`config.mk`:
```
export PLATFORM = sky130hd
export DESIGN_NAME = vdc_cpu_port
export DESIGN_NICKNAME = d
export VERILOG_FILES = /design/src/rtl/vdc_pkg.sv /design/src/rtl/vdc_bus_decode.sv /design/src/rtl/vdc_reg_store.sv /design/src/rtl/vdc_status.sv /design/src/rtl/vdc_read_mux.sv /design/src/rtl/vdc_cpu_port.sv
export SDC_FILE = /design/constraint.sdc
export NUM_CORES = 1
export LEC_CHECK = 0
export ABC_AREA = 1
export CORE_MARGIN = 2
export CORE_UTILIZATION = 49
export DETAILED_ROUTE_END_ITERATION = 16
export GPL_TIMING_DRIVEN = 0
export MAX_ROUTING_LAYER = met4
export PLACE_DENSITY = 0.81
export SLEW_MARGIN = 0
export SYNTH_ARGS = -nofsm -noshare
export SYNTH_HDL_FRONTEND = slang
export SYNTH_SLANG_ARGS = --single-unit
```
`constraint.sdc`:
```
create_clock -name clk -period 1.9 [get_ports clk]
set_input_delay 0.19 -clock clk [delete_from_list [all_inputs] [get_ports clk]]
set_output_delay 0.19 -clock clk [all_outputs]
set_load 0.1 [all_outputs]
```
`src/rtl/vdc_pkg.sv`:
```
package vdc_pkg;
  localparam int unsigned DATA_W   = 8;
  localparam int unsigned IDX_W    = 5;
  localparam int unsigned ROW_W    = 7;
  localparam int unsigned NUM_REGS = 18;
  localparam int unsigned WRITABLE = 16;
  localparam int unsigned VAR_W    = 3;

  typedef enum logic [1:0] {
    FN_INDEX = 2'b00,
    FN_WRITE = 2'b01,
    FN_AUX   = 2'b10,
    FN_READ  = 2'b11
  } bus_fn_e;

  // storage width mask per register number
  function automatic logic [DATA_W-1:0] reg_mask(input int unsigned n);
    case (n)
      4, 6, 7:       reg_mask = 8'h7F;
      5, 9, 10, 11:  reg_mask = 8'h1F;
      12, 14:        reg_mask = 8'h3F;
      default:       reg_mask = (n < WRITABLE) ? 8'hFF : 8'h00;
    endcase
  endfunction
endpackage

```
`src/rtl/vdc_bus_decode.sv`:
```
module vdc_bus_decode
  import vdc_pkg::*;
(
  input  logic [15:0] port_addr,
  input  logic        rd_strobe,
  input  logic        wr_strobe,
  output logic        sel,
  output bus_fn_e     fn,
  output logic        idx_load,
  output logic        data_load,
  output logic        any_strobe
);
  wire unused_addr_bits = ^{port_addr[15], port_addr[13:10], port_addr[7:0]};

  always_comb begin
    sel        = ~port_addr[14];
    fn         = bus_fn_e'(port_addr[9:8]);
    any_strobe = sel & (rd_strobe | wr_strobe);
    // no direction line: either strobe stores on the two write functions
    idx_load   = any_strobe & (fn == FN_INDEX);
    data_load  = any_strobe & (fn == FN_WRITE);
  end
endmodule

```
`src/rtl/vdc_reg_store.sv`:
```
module vdc_reg_store
  import vdc_pkg::*;
(
  input  logic                       clk,
  input  logic                       rst_n,
  input  logic                       idx_load,
  input  logic                       data_load,
  input  logic [DATA_W-1:0]          wr_data,
  output logic [IDX_W-1:0]           index_q,
  output logic [NUM_REGS*DATA_W-1:0] regs_flat
);
  always_ff @(posedge clk or negedge rst_n) begin
    if (!rst_n)        index_q <= '0;
    else if (idx_load) index_q <= wr_data[IDX_W-1:0];
  end

  for (genvar g = 0; g < NUM_REGS; g++) begin : g_reg
    if (g < WRITABLE) begin : g_rw
      localparam logic [DATA_W-1:0] MASK = reg_mask(g);
      logic [DATA_W-1:0] q;
      always_ff @(posedge clk or negedge rst_n) begin
        if (!rst_n)
          q <= '0;
        else if (data_load && index_q == IDX_W'(g))
          q <= wr_data & MASK;
      end
      assign regs_flat[g*DATA_W +: DATA_W] = q;
    end else begin : g_ro
      // read-only capture registers hold their cleared value here
      assign regs_flat[g*DATA_W +: DATA_W] = '0;
    end
  end
endmodule

```
`src/rtl/vdc_status.sv`:
```
module vdc_status
  import vdc_pkg::*;
(
  input  logic             clk,
  input  logic             rst_n,
  input  logic             lpen_strobe,
  input  logic             lpen_clear,
  input  logic [ROW_W-1:0] row_count,
  input  logic [ROW_W-1:0] v_displayed,
  output logic             lpen_flag,
  output logic             vblank_flag
);
  always_ff @(posedge clk or negedge rst_n) begin
    if (!rst_n)           lpen_flag <= 1'b0;
    else if (lpen_strobe) lpen_flag <= 1'b1;
    else if (lpen_clear)  lpen_flag <= 1'b0;
  end

  always_ff @(posedge clk or negedge rst_n) begin
    if (!rst_n)                       vblank_flag <= 1'b0;
    else if (row_count == '0)         vblank_flag <= 1'b0;
    else if (row_count >= v_displayed) vblank_flag <= 1'b1;
  end
endmodule

```
`src/rtl/vdc_read_mux.sv`:
```
module vdc_read_mux
  import vdc_pkg::*;
(
  input  logic [VAR_W-1:0]           variant,
  input  logic                       sel,
  input  bus_fn_e                    fn,
  input  logic [IDX_W-1:0]           index_q,
  input  logic [NUM_REGS*DATA_W-1:0] regs_flat,
  input  logic                       lpen_flag,
  input  logic                       vblank_flag,
  output logic [DATA_W-1:0]          rd_data,
  output logic                       lpen_addr_hit
);
  logic [VAR_W-1:0] var_eff;
  logic             folded;
  logic [IDX_W-1:0] eff_reg;
  logic             reg_path;
  logic             readable;

  always_comb begin
    var_eff = (variant > VAR_W'(4)) ? '0 : variant;
    folded  = (var_eff == VAR_W'(3)) || (var_eff == VAR_W'(4));

    // register number actually addressed by a read
    if (folded)
      eff_reg = (index_q[2:0] < 3'd2) ? IDX_W'(16) + IDX_W'(index_q[2:0])
                                      : IDX_W'(8)  + IDX_W'(index_q[2:0]);
    else
      eff_reg = index_q;

    reg_path = sel && ((fn == FN_READ) || (folded && fn == FN_AUX));

    if (folded)
      readable = 1'b1;
    else if (eff_reg >= IDX_W'(14) && eff_reg <= IDX_W'(17))
      readable = 1'b1;
    else if (var_eff == '0 && (eff_reg == IDX_W'(12) || eff_reg == IDX_W'(13)))
      readable = 1'b1;
    else
      readable = 1'b0;

    rd_data = '0;
    if (reg_path) begin
      if (readable)
        rd_data = regs_flat[eff_reg*DATA_W +: DATA_W];
      else if (var_eff == VAR_W'(1) && index_q == IDX_W'(31))
        rd_data = 8'hFF;
    end else if (sel && fn == FN_AUX && var_eff == VAR_W'(1)) begin
      rd_data = {1'b0, lpen_flag, vblank_flag, 5'b0};
    end

    lpen_addr_hit = reg_path && (eff_reg == IDX_W'(16) || eff_reg == IDX_W'(17));
  end
endmodule

```
`src/rtl/vdc_cpu_port.sv`:
```
module vdc_cpu_port
  import vdc_pkg::*;
(
  input  logic        clk,
  input  logic        rst_n,
  input  logic [2:0]  variant,
  input  logic [15:0] port_addr,
  input  logic [7:0]  wr_data,
  input  logic        rd_strobe,
  input  logic        wr_strobe,
  input  logic        lpen_strobe,
  input  logic [6:0]  row_count,
  output logic [7:0]  rd_data,
  output logic [7:0]  h_total,
  output logic [7:0]  h_displayed,
  output logic [7:0]  h_sync_pos,
  output logic [7:0]  sync_widths,
  output logic [6:0]  v_total,
  output logic [4:0]  v_adjust,
  output logic [6:0]  v_displayed,
  output logic [6:0]  v_sync_pos,
  output logic [7:0]  mode_skew,
  output logic [4:0]  max_raster,
  output logic [4:0]  cursor_start,
  output logic [4:0]  cursor_end,
  output logic [13:0] start_addr,
  output logic [13:0] cursor_addr
);
  logic                       sel;
  bus_fn_e                    fn;
  logic                       idx_load;
  logic                       data_load;
  logic                       any_strobe;
  logic [IDX_W-1:0]           index_q;
  logic [NUM_REGS*DATA_W-1:0] regs_flat;
  logic                       lpen_flag;
  logic                       vblank_flag;
  logic                       lpen_addr_hit;

  vdc_bus_decode u_dec (
    .port_addr (port_addr),
    .rd_strobe (rd_strobe),
    .wr_strobe (wr_strobe),
    .sel       (sel),
    .fn        (fn),
    .idx_load  (idx_load),
    .data_load (data_load),
    .any_strobe(any_strobe)
  );

  vdc_reg_store u_store (
    .clk      (clk),
    .rst_n    (rst_n),
    .idx_load (idx_load),
    .data_load(data_load),
    .wr_data  (wr_data),
    .index_q  (index_q),
    .regs_flat(regs_flat)
  );

  vdc_status u_stat (
    .clk        (clk),
    .rst_n      (rst_n),
    .lpen_strobe(lpen_strobe),
    .lpen_clear (rd_strobe & lpen_addr_hit),
    .row_count  (row_count),
    .v_displayed(v_displayed),
    .lpen_flag  (lpen_flag),
    .vblank_flag(vblank_flag)
  );

  vdc_read_mux u_mux (
    .variant      (variant),
    .sel          (sel),
    .fn           (fn),
    .index_q      (index_q),
    .regs_flat    (regs_flat),
    .lpen_flag    (lpen_flag),
    .vblank_flag  (vblank_flag),
    .rd_data      (rd_data),
    .lpen_addr_hit(lpen_addr_hit)
  );

  wire unused_strobe_or = any_strobe;

  always_comb begin
    h_total      = regs_flat[0*8 +: 8];
    h_displayed  = regs_flat[1*8 +: 8];
    h_sync_pos   = regs_flat[2*8 +: 8];
    sync_widths  = regs_flat[3*8 +: 8];
    v_total      = regs_flat[4*8 +: 7];
    v_adjust     = regs_flat[5*8 +: 5];
    v_displayed  = regs_flat[6*8 +: 7];
    v_sync_pos   = regs_flat[7*8 +: 7];
    mode_skew    = regs_flat[8*8 +: 8];
    max_raster   = regs_flat[9*8 +: 5];
    cursor_start = regs_flat[10*8 +: 5];
    cursor_end   = regs_flat[11*8 +: 5];
    start_addr   = {regs_flat[12*8 +: 6], regs_flat[13*8 +: 8]};
    cursor_addr  = {regs_flat[14*8 +: 6], regs_flat[15*8 +: 8]};
  end
endmodule

```
**Yosys cells after proc, flatten, opt, wreduce, memory -nomap -nowiden**

Index checks and enable logic that the tools add are counted.
W data, S select, Z words.

- Register bits: 116
- Bits in latches: 0
- Bits in writable memories: 0
- Bits in read-only memories: 0
- Bits of input ports: 39
- Output and inout bits: 117
- Logic and storage cells: 107
- Memories: 0

- $add $sub $neg: 2
- Multipliers: 0
- Divide/modulo/power cells: 0
- Order comparisons: 5
- Equal/unequal tests: 26
- Shifts and indexed selects: 1
- Muxes and demuxes: 14
- Bitwise gates (word level): 6
- Reduce and logical (&&, ||, !) cells: 34

Operators with widths:

| kind | number |
|---|---|
| $shiftx A144 B9 Y8 | 1 |
| $eq A5 B4 Y1 const B | 10 |
| $logic_and A1 B1 Y1 | 24 |
| $mux W8 | 3 |
| $eq A5 B3 Y1 const B | 4 |
| $eq A5 B5 Y1 const B | 3 |
| $eq A5 B2 Y1 const B | 2 |
| $mux W5 | 2 |
| $ge A7 B7 Y1 | 1 |
| $logic_not A7 Y1 | 1 |
| $mux W1 | 7 |
| $mux W7 | 1 |
| $add A4 B3 Y5 const A | 1 |
| $add A5 B3 Y5 const A | 1 |
| $eq A5 B1 Y1 const B | 1 |
| $ge A5 B4 Y1 const B | 1 |
| $le A5 B5 Y1 const B | 1 |
| $logic_not A5 Y1 | 1 |
| $and A1 B1 Y1 | 4 |
| $eq A2 B2 Y1 const B | 2 |
| $logic_or A1 B1 Y1 | 4 |
| $reduce_bool A2 Y1 | 2 |
| $eq A3 B1 Y1 const B | 1 |
| $eq A3 B2 Y1 const B | 1 |
| 9 further kinds | 9 |

**Longest topological paths before layout**

- Depth in word-level cells: 13
- Depth in mapped cells: 12
- Gate-level depth less buffers: 11

**By module**

Synthesis repeated with hierarchy kept, for this count alone.

- Cells, all modules: 1045
- Area, all modules: 7145.6 um2

By module, submodules not included:

| module | times used | cells each | area each (um2) | seq. area each (um2) |
|---|---|---|---|---|
| vdc_reg_store | 1 | 563 | 4870.9 | 2852.7 |
| vdc_read_mux | 1 | 427 | 1933.1 | 0.0 |
| vdc_status | 1 | 43 | 285.3 | 50.0 |
| vdc_bus_decode | 1 | 10 | 48.8 | 0.0 |
| vdc_cpu_port | 1 | 2 | 7.5 | 0.0 |

**Worst setup path after synthesis**

OpenSTA, ideal clock, no wires.

- Path kind: register to output
- From: register u_store.g_reg[6].g_rw.q[3]
- To: output rd_data[3]
- Arrival: 2.799 ns
- Data required time: 1.710 ns
- Slack: -1.089 ns
- Stages on the path, launching flop included: 11
- Buffers on the path: 0
- Path through: dfrtp_1 > inv_1 > nand2_1 > nand2_1 > nand2_1 > nand3_1 > nand3_1 > nand3_1 > nand2_1 > inv_1 > nor2_1

- Word-level cells in the longest chain between the ends: 3

Ends and longest elaborated chain:

| element | RTL line | source |
|---|---|---|
| start, declared | vdc_reg_store.sv:20 | `logic [DATA_W-1:0] q;` |
| start signal, assigned | vdc_reg_store.sv:25 | `q <= wr_data & MASK;` |
| $shiftx A144 B9 Y8 | vdc_read_mux.sv:45 | `rd_data = regs_flat[eff_reg*DATA_W +: DATA_W];` |
| $mux W8 | vdc_read_mux.sv:44 | `if (readable)` |
| $mux W8 | vdc_read_mux.sv:43 | `if (reg_path) begin` |
| end, declared | vdc_cpu_port.sv:13 | `output logic [7:0] rd_data,` |

Every way passes these cells.

**Final worst setup path**

- From: register u_store.index_q[0]
- To: output rd_data[1]

- Word-level cells in the longest chain between the ends: 11
- Elaborated cells between the ends (all ways): 21
- Classes of those cells: 2 x add/sub; 3 x order compare; 3 x eq/ne; 1 x shift; 8 x mux; 4 x reduce/logical

Ends and longest elaborated chain:

| element | RTL line | source |
|---|---|---|
| start, declared | vdc_reg_store.sv:9 | `output logic [IDX_W-1:0] index_q,` |
| start signal, assigned | vdc_reg_store.sv:14 | `else if (idx_load) index_q <= wr_data[IDX_W-1:0];` |
| branches (longest 9 deep; another with $add A5 B3 Y5) | -- |  |
| $mux W8 * | vdc_read_mux.sv:44 |  |
| $mux W8 * | vdc_read_mux.sv:43 |  |

Mark *: on every way between the ends.

==> metrics.md <==
| Metric | Value |
|---|---|
| Routed WL per cell | `18.79 µm` |
| Worst slew pin tran | `slightly below 1 ns` |
| Gr usage total | `0.3311` |
| Worst path slowest cell | `dfrtp_1` |
| Max FO, Critical Path | `7` |
| Power per Cell Area | `1480 nW/µm²` |
| Clock root cell | `clkbuf_16` |
| Reg clk slew, reported paths | `0.06 ns` |
| R2R depth | `5` |
| Final min period | `2.374 ns` |
| Drt first-iter violations | `slightly below 600` |
| RSZ-0062 raised after global routing | `true` |
| Maxcap violations | `0` |
| Hold Crit Class | `primary input to asynchronous set/reset pin` |
| TritonRoute pass-1 iters | `6` |
| Final Max Tran Viols | `0` |
| Cell mode on critical path | `nand3_2` |
| H-tree levels | `4` |
| Layout cell share with drive strength beyond 1 | `0.2865` |
| Antenna violations before repair | `0` |
| Slew HR | `0.3407` |
| Final setup margin | `-0.4737 ns` |
| Setup violations, final | `8` |
| Clk_skew | `0.006911 ns` |
| ANT nets after route | `0` |
| Die height | `113.6 µm` |
| P&R area growth vs syn | `51.05%` |
| Diodes inserted | `0` |
| Avg Inst Size Synth | `about 7.6 µm²` |
| Pin count of the biggest net entering global routing | `78` |
| Synth Warn # | `0` |
| Clock buffer depth | `2` |
| Vias per std cell | `5.570` |
| Slowest Stage Delay on Critical Path | `0.39 ns` |
| Leakage power | `4.416 nW` |
| Fmax | `421.3 MHz` |
| Gpl congestion | `around 0.96` |
| Hold Violations, Final | `0` |
| Critical path type | `flop to output pin` |
| CP Capture Type | `output pin` |
| Failing checks | `setup timing` |
| Status | `finished, violations left` |
| Nets | `approximately 1,000` |
| Gate Count Post-Synth | `775` |
| Pwr Total | `0.01316 W` |
| Place WS | `-1.261 ns` |
| CORE AREA | `11,860 µm²` |
| Global-route wire length before repair | `approximately 32,000 µm` |
| Reg2reg setup slack | `0.04 ns` |
| Die width | `113.6 µm` |
| Clk Latency, worst-skew pair | `around 0.4 ns` |
| Final worst path period share | `1.249` |
| Number of fill cells in the layout | `881` |
| Synth Net Count | `821` |
| CTS tree | `built` |
| Cell Rows | `40` |
| Synth Cell Area | `approximately 5900 µm²` |
| Maximum vdd drop | `approximately 1700 µV` |
| Sink Count | `116` |
| Worst Path Required | `1.71 ns` |
| I/O pins | `156` |
| Startpoint Class | `flop` |
| Most frequent cells in the layout | `nand2_1 (240), dlygate4sd2_1 (104), dfrtp_2 (81)` |
| DRC | `0` |
| Largest delay share family, worst path | `buffers and inverters` |
| RR Endpoint | `u_store.g_reg[9].g_rw.q[1]` |
| Data arrival, critical path | `between 2 and 2.5 ns` |
| DR vias | `slightly above 6,000` |
| Effective utilization at floorplan | `0.4961` |
| Crit-path cells | `buf_6 -> buf_8 -> buf_8 -> nand2_1 -> o21ai_1 -> nand2_1 -> nand3_2 -> nand3_2 -> nand3_2 -> nand2_2 -> inv_2 -> nor2_4 -> buf_12` |
| Post-synthesis sequential area ratio | `0.4933` |
| # port buffers | `142` |
| Launching point of the worst reg2reg path | `u_store.index_q[2]` |
| Number of global-route vias before repair | `5,911` |
| WL final | `20,930 µm` |
| Inserted Clock Buffers | `17` |
| Dpl hpwl | `13,820 µm` |
| Yosys reg bits | `116` |
| Buf+Inv Stages, Crit Path | `5` |
| Most common cell after layout, fill and taps aside | `nand2_1` |
| DIE AREA | `~13,000 µm²` |
| Post-synth cell types | `30` |
| Aggregate global routing overflow | `0` |
-- Yosys cell counts --
library cell / n / area, µm²
a21oi_1: 4 / 20.02
a22oi_1: 2 / 15.01
a31oi_1: 1 / 6.260
buf_1: 1 / 3.750
buf_2: 16 / 80.08
buf_4: 4 / 30.03
buf_6: 2 / 22.52
clkbuf_1: 10 / 37.54
dfrtp_1: 116 / 2903
ha_1: 7 / 87.58
inv_1: 81 / 304.0
inv_2: 7 / 26.28
nand2_1: 256 / 960.9
nand2_2: 13 / 81.33
nand3_1: 48 / 240.2
nand3_2: 3 / 30.03
nand3b_1: 1 / 7.510
nand4_1: 5 / 31.28
nand4_2: 4 / 50.05
nor2_1: 51 / 191.4
nor2_2: 3 / 18.77
nor3_1: 2 / 10.01
nor3_2: 1 / 10.01
nor3_4: 2 / 32.53
nor4_1: 2 / 12.51
o211ai_1: 1 / 7.510
o21a_1: 1 / 7.510
o21ai_0: 66 / 330.3
o21ai_1: 64 / 320.3
or2_2: 1 / 6.260
-- worst reg2reg max path: stages, from the launching register on --
cell and delay, ns:
dfrtp_1 0.42, buf_4 0.21, nor2_1 0.39, nand4_2 0.37, nand2_1 0.21, o21ai_0 0.13
-- metrics by stage --
stage	hold WS [ns]	std cells	instance area, µm²	TNS, ns	utilization
2_1_floorplan	-0.1056	775	6098	-0.04836	-
3_3_place_gp	0.4717	1064	7704	-499.22	0.6495
3_5_place_dp	0.1212	1065	7732	-23.85	0.6519
4_1_cts	0.2616	1104	8554	-2.891	0.7212
5_1_grt	0.2955	1114	8889	-3.743	0.7494
6_report	0.2503	1114	8889	-3.074	0.7494
-- per-layer routing --
metal	part of all wire	wire [µm]	vias to the layer above	track usage
met2	0.47	9913	368	0.5034
met1	0.42	8702	2935	0.4562
met5	0	0	-	-
met4	0.030	625	0	0.1195
li1	-	-	2844	-
met3	0.081	1689	58	0.05048
-- where the power goes --
group | total, W | switching, W | internal (W)
sequential | 0.00341 | 0.000417 | 0.00299
clock | 0.00358 | 0.00124 | 0.00234
combinational | 0.00617 | 0.00483 | 0.00134
total | 0.0132 | 0.00649 | 0.00667
-- flip-flops by register name (all words and copies together) (netlist names) --
signal	count
u_store.index_q	5
u_store.g.g_rw.q	109
u_stat.vblank_flag	1
u_stat.lpen_flag	1
-- worst max-delay path by stage --
| stage | start | end | slack [ns] | depth (start not counted) |
|---|---|---|---|---|
| global placement | rst_n | u_store.g_reg[5].g_rw.q[0] | -4.54 | 1 |
| finish | u_store.index_q[0] | rd_data[1] | -0.47 | 13 |
| detailed placement | variant[1] | rd_data[3] | -1.26 | 10 |
| CTS | u_store.index_q[0] | rd_data[7] | -0.41 | 13 |
| global route | u_store.index_q[0] | rd_data[1] | -0.55 | 13 |
| floorplan | u_store.g_reg[6].g_rw.q[3] | rd_data[3] | -0.05 | 10 |
-- cell type report --
cell class / count / area, µm² / area share
flip-flops and latches: 116 / 3049 / 0.3430
inverters: 88 / 360.3 / 0.04054
well taps: 147 / 183.9 / 0.02069
multi-input cells: 538 / 2801 / 0.3152
plain buffers: 33 / 249.0 / 0.02801
clock inverters: 15 / 229.0 / 0.02576
repair buffers: 160 / 1590 / 0.1789
clock buffers: 17 / 425.4 / 0.04786
-- logic make-up (layout without fill, tap and decap cells) --
family	Yosys count	after routing	share of synthesized area
simple gates	392	392	0.2860
compound gates	139	139	0.1201
buf+inv	121	313	0.08569
flops	116	116	0.4933
fa+ha+maj	7	7	0.01488
-- what timing repair did --
item,CTS,global route
hold endpoints to repair,39,0
resized for setup,234,67
endpoints found under the setup margin,117,39
hold buffers,1,0
cloned,1,2
buffers inserted,5,8
pin swaps,10,23
Note: power is estimated with default switching activity, not from simulation.
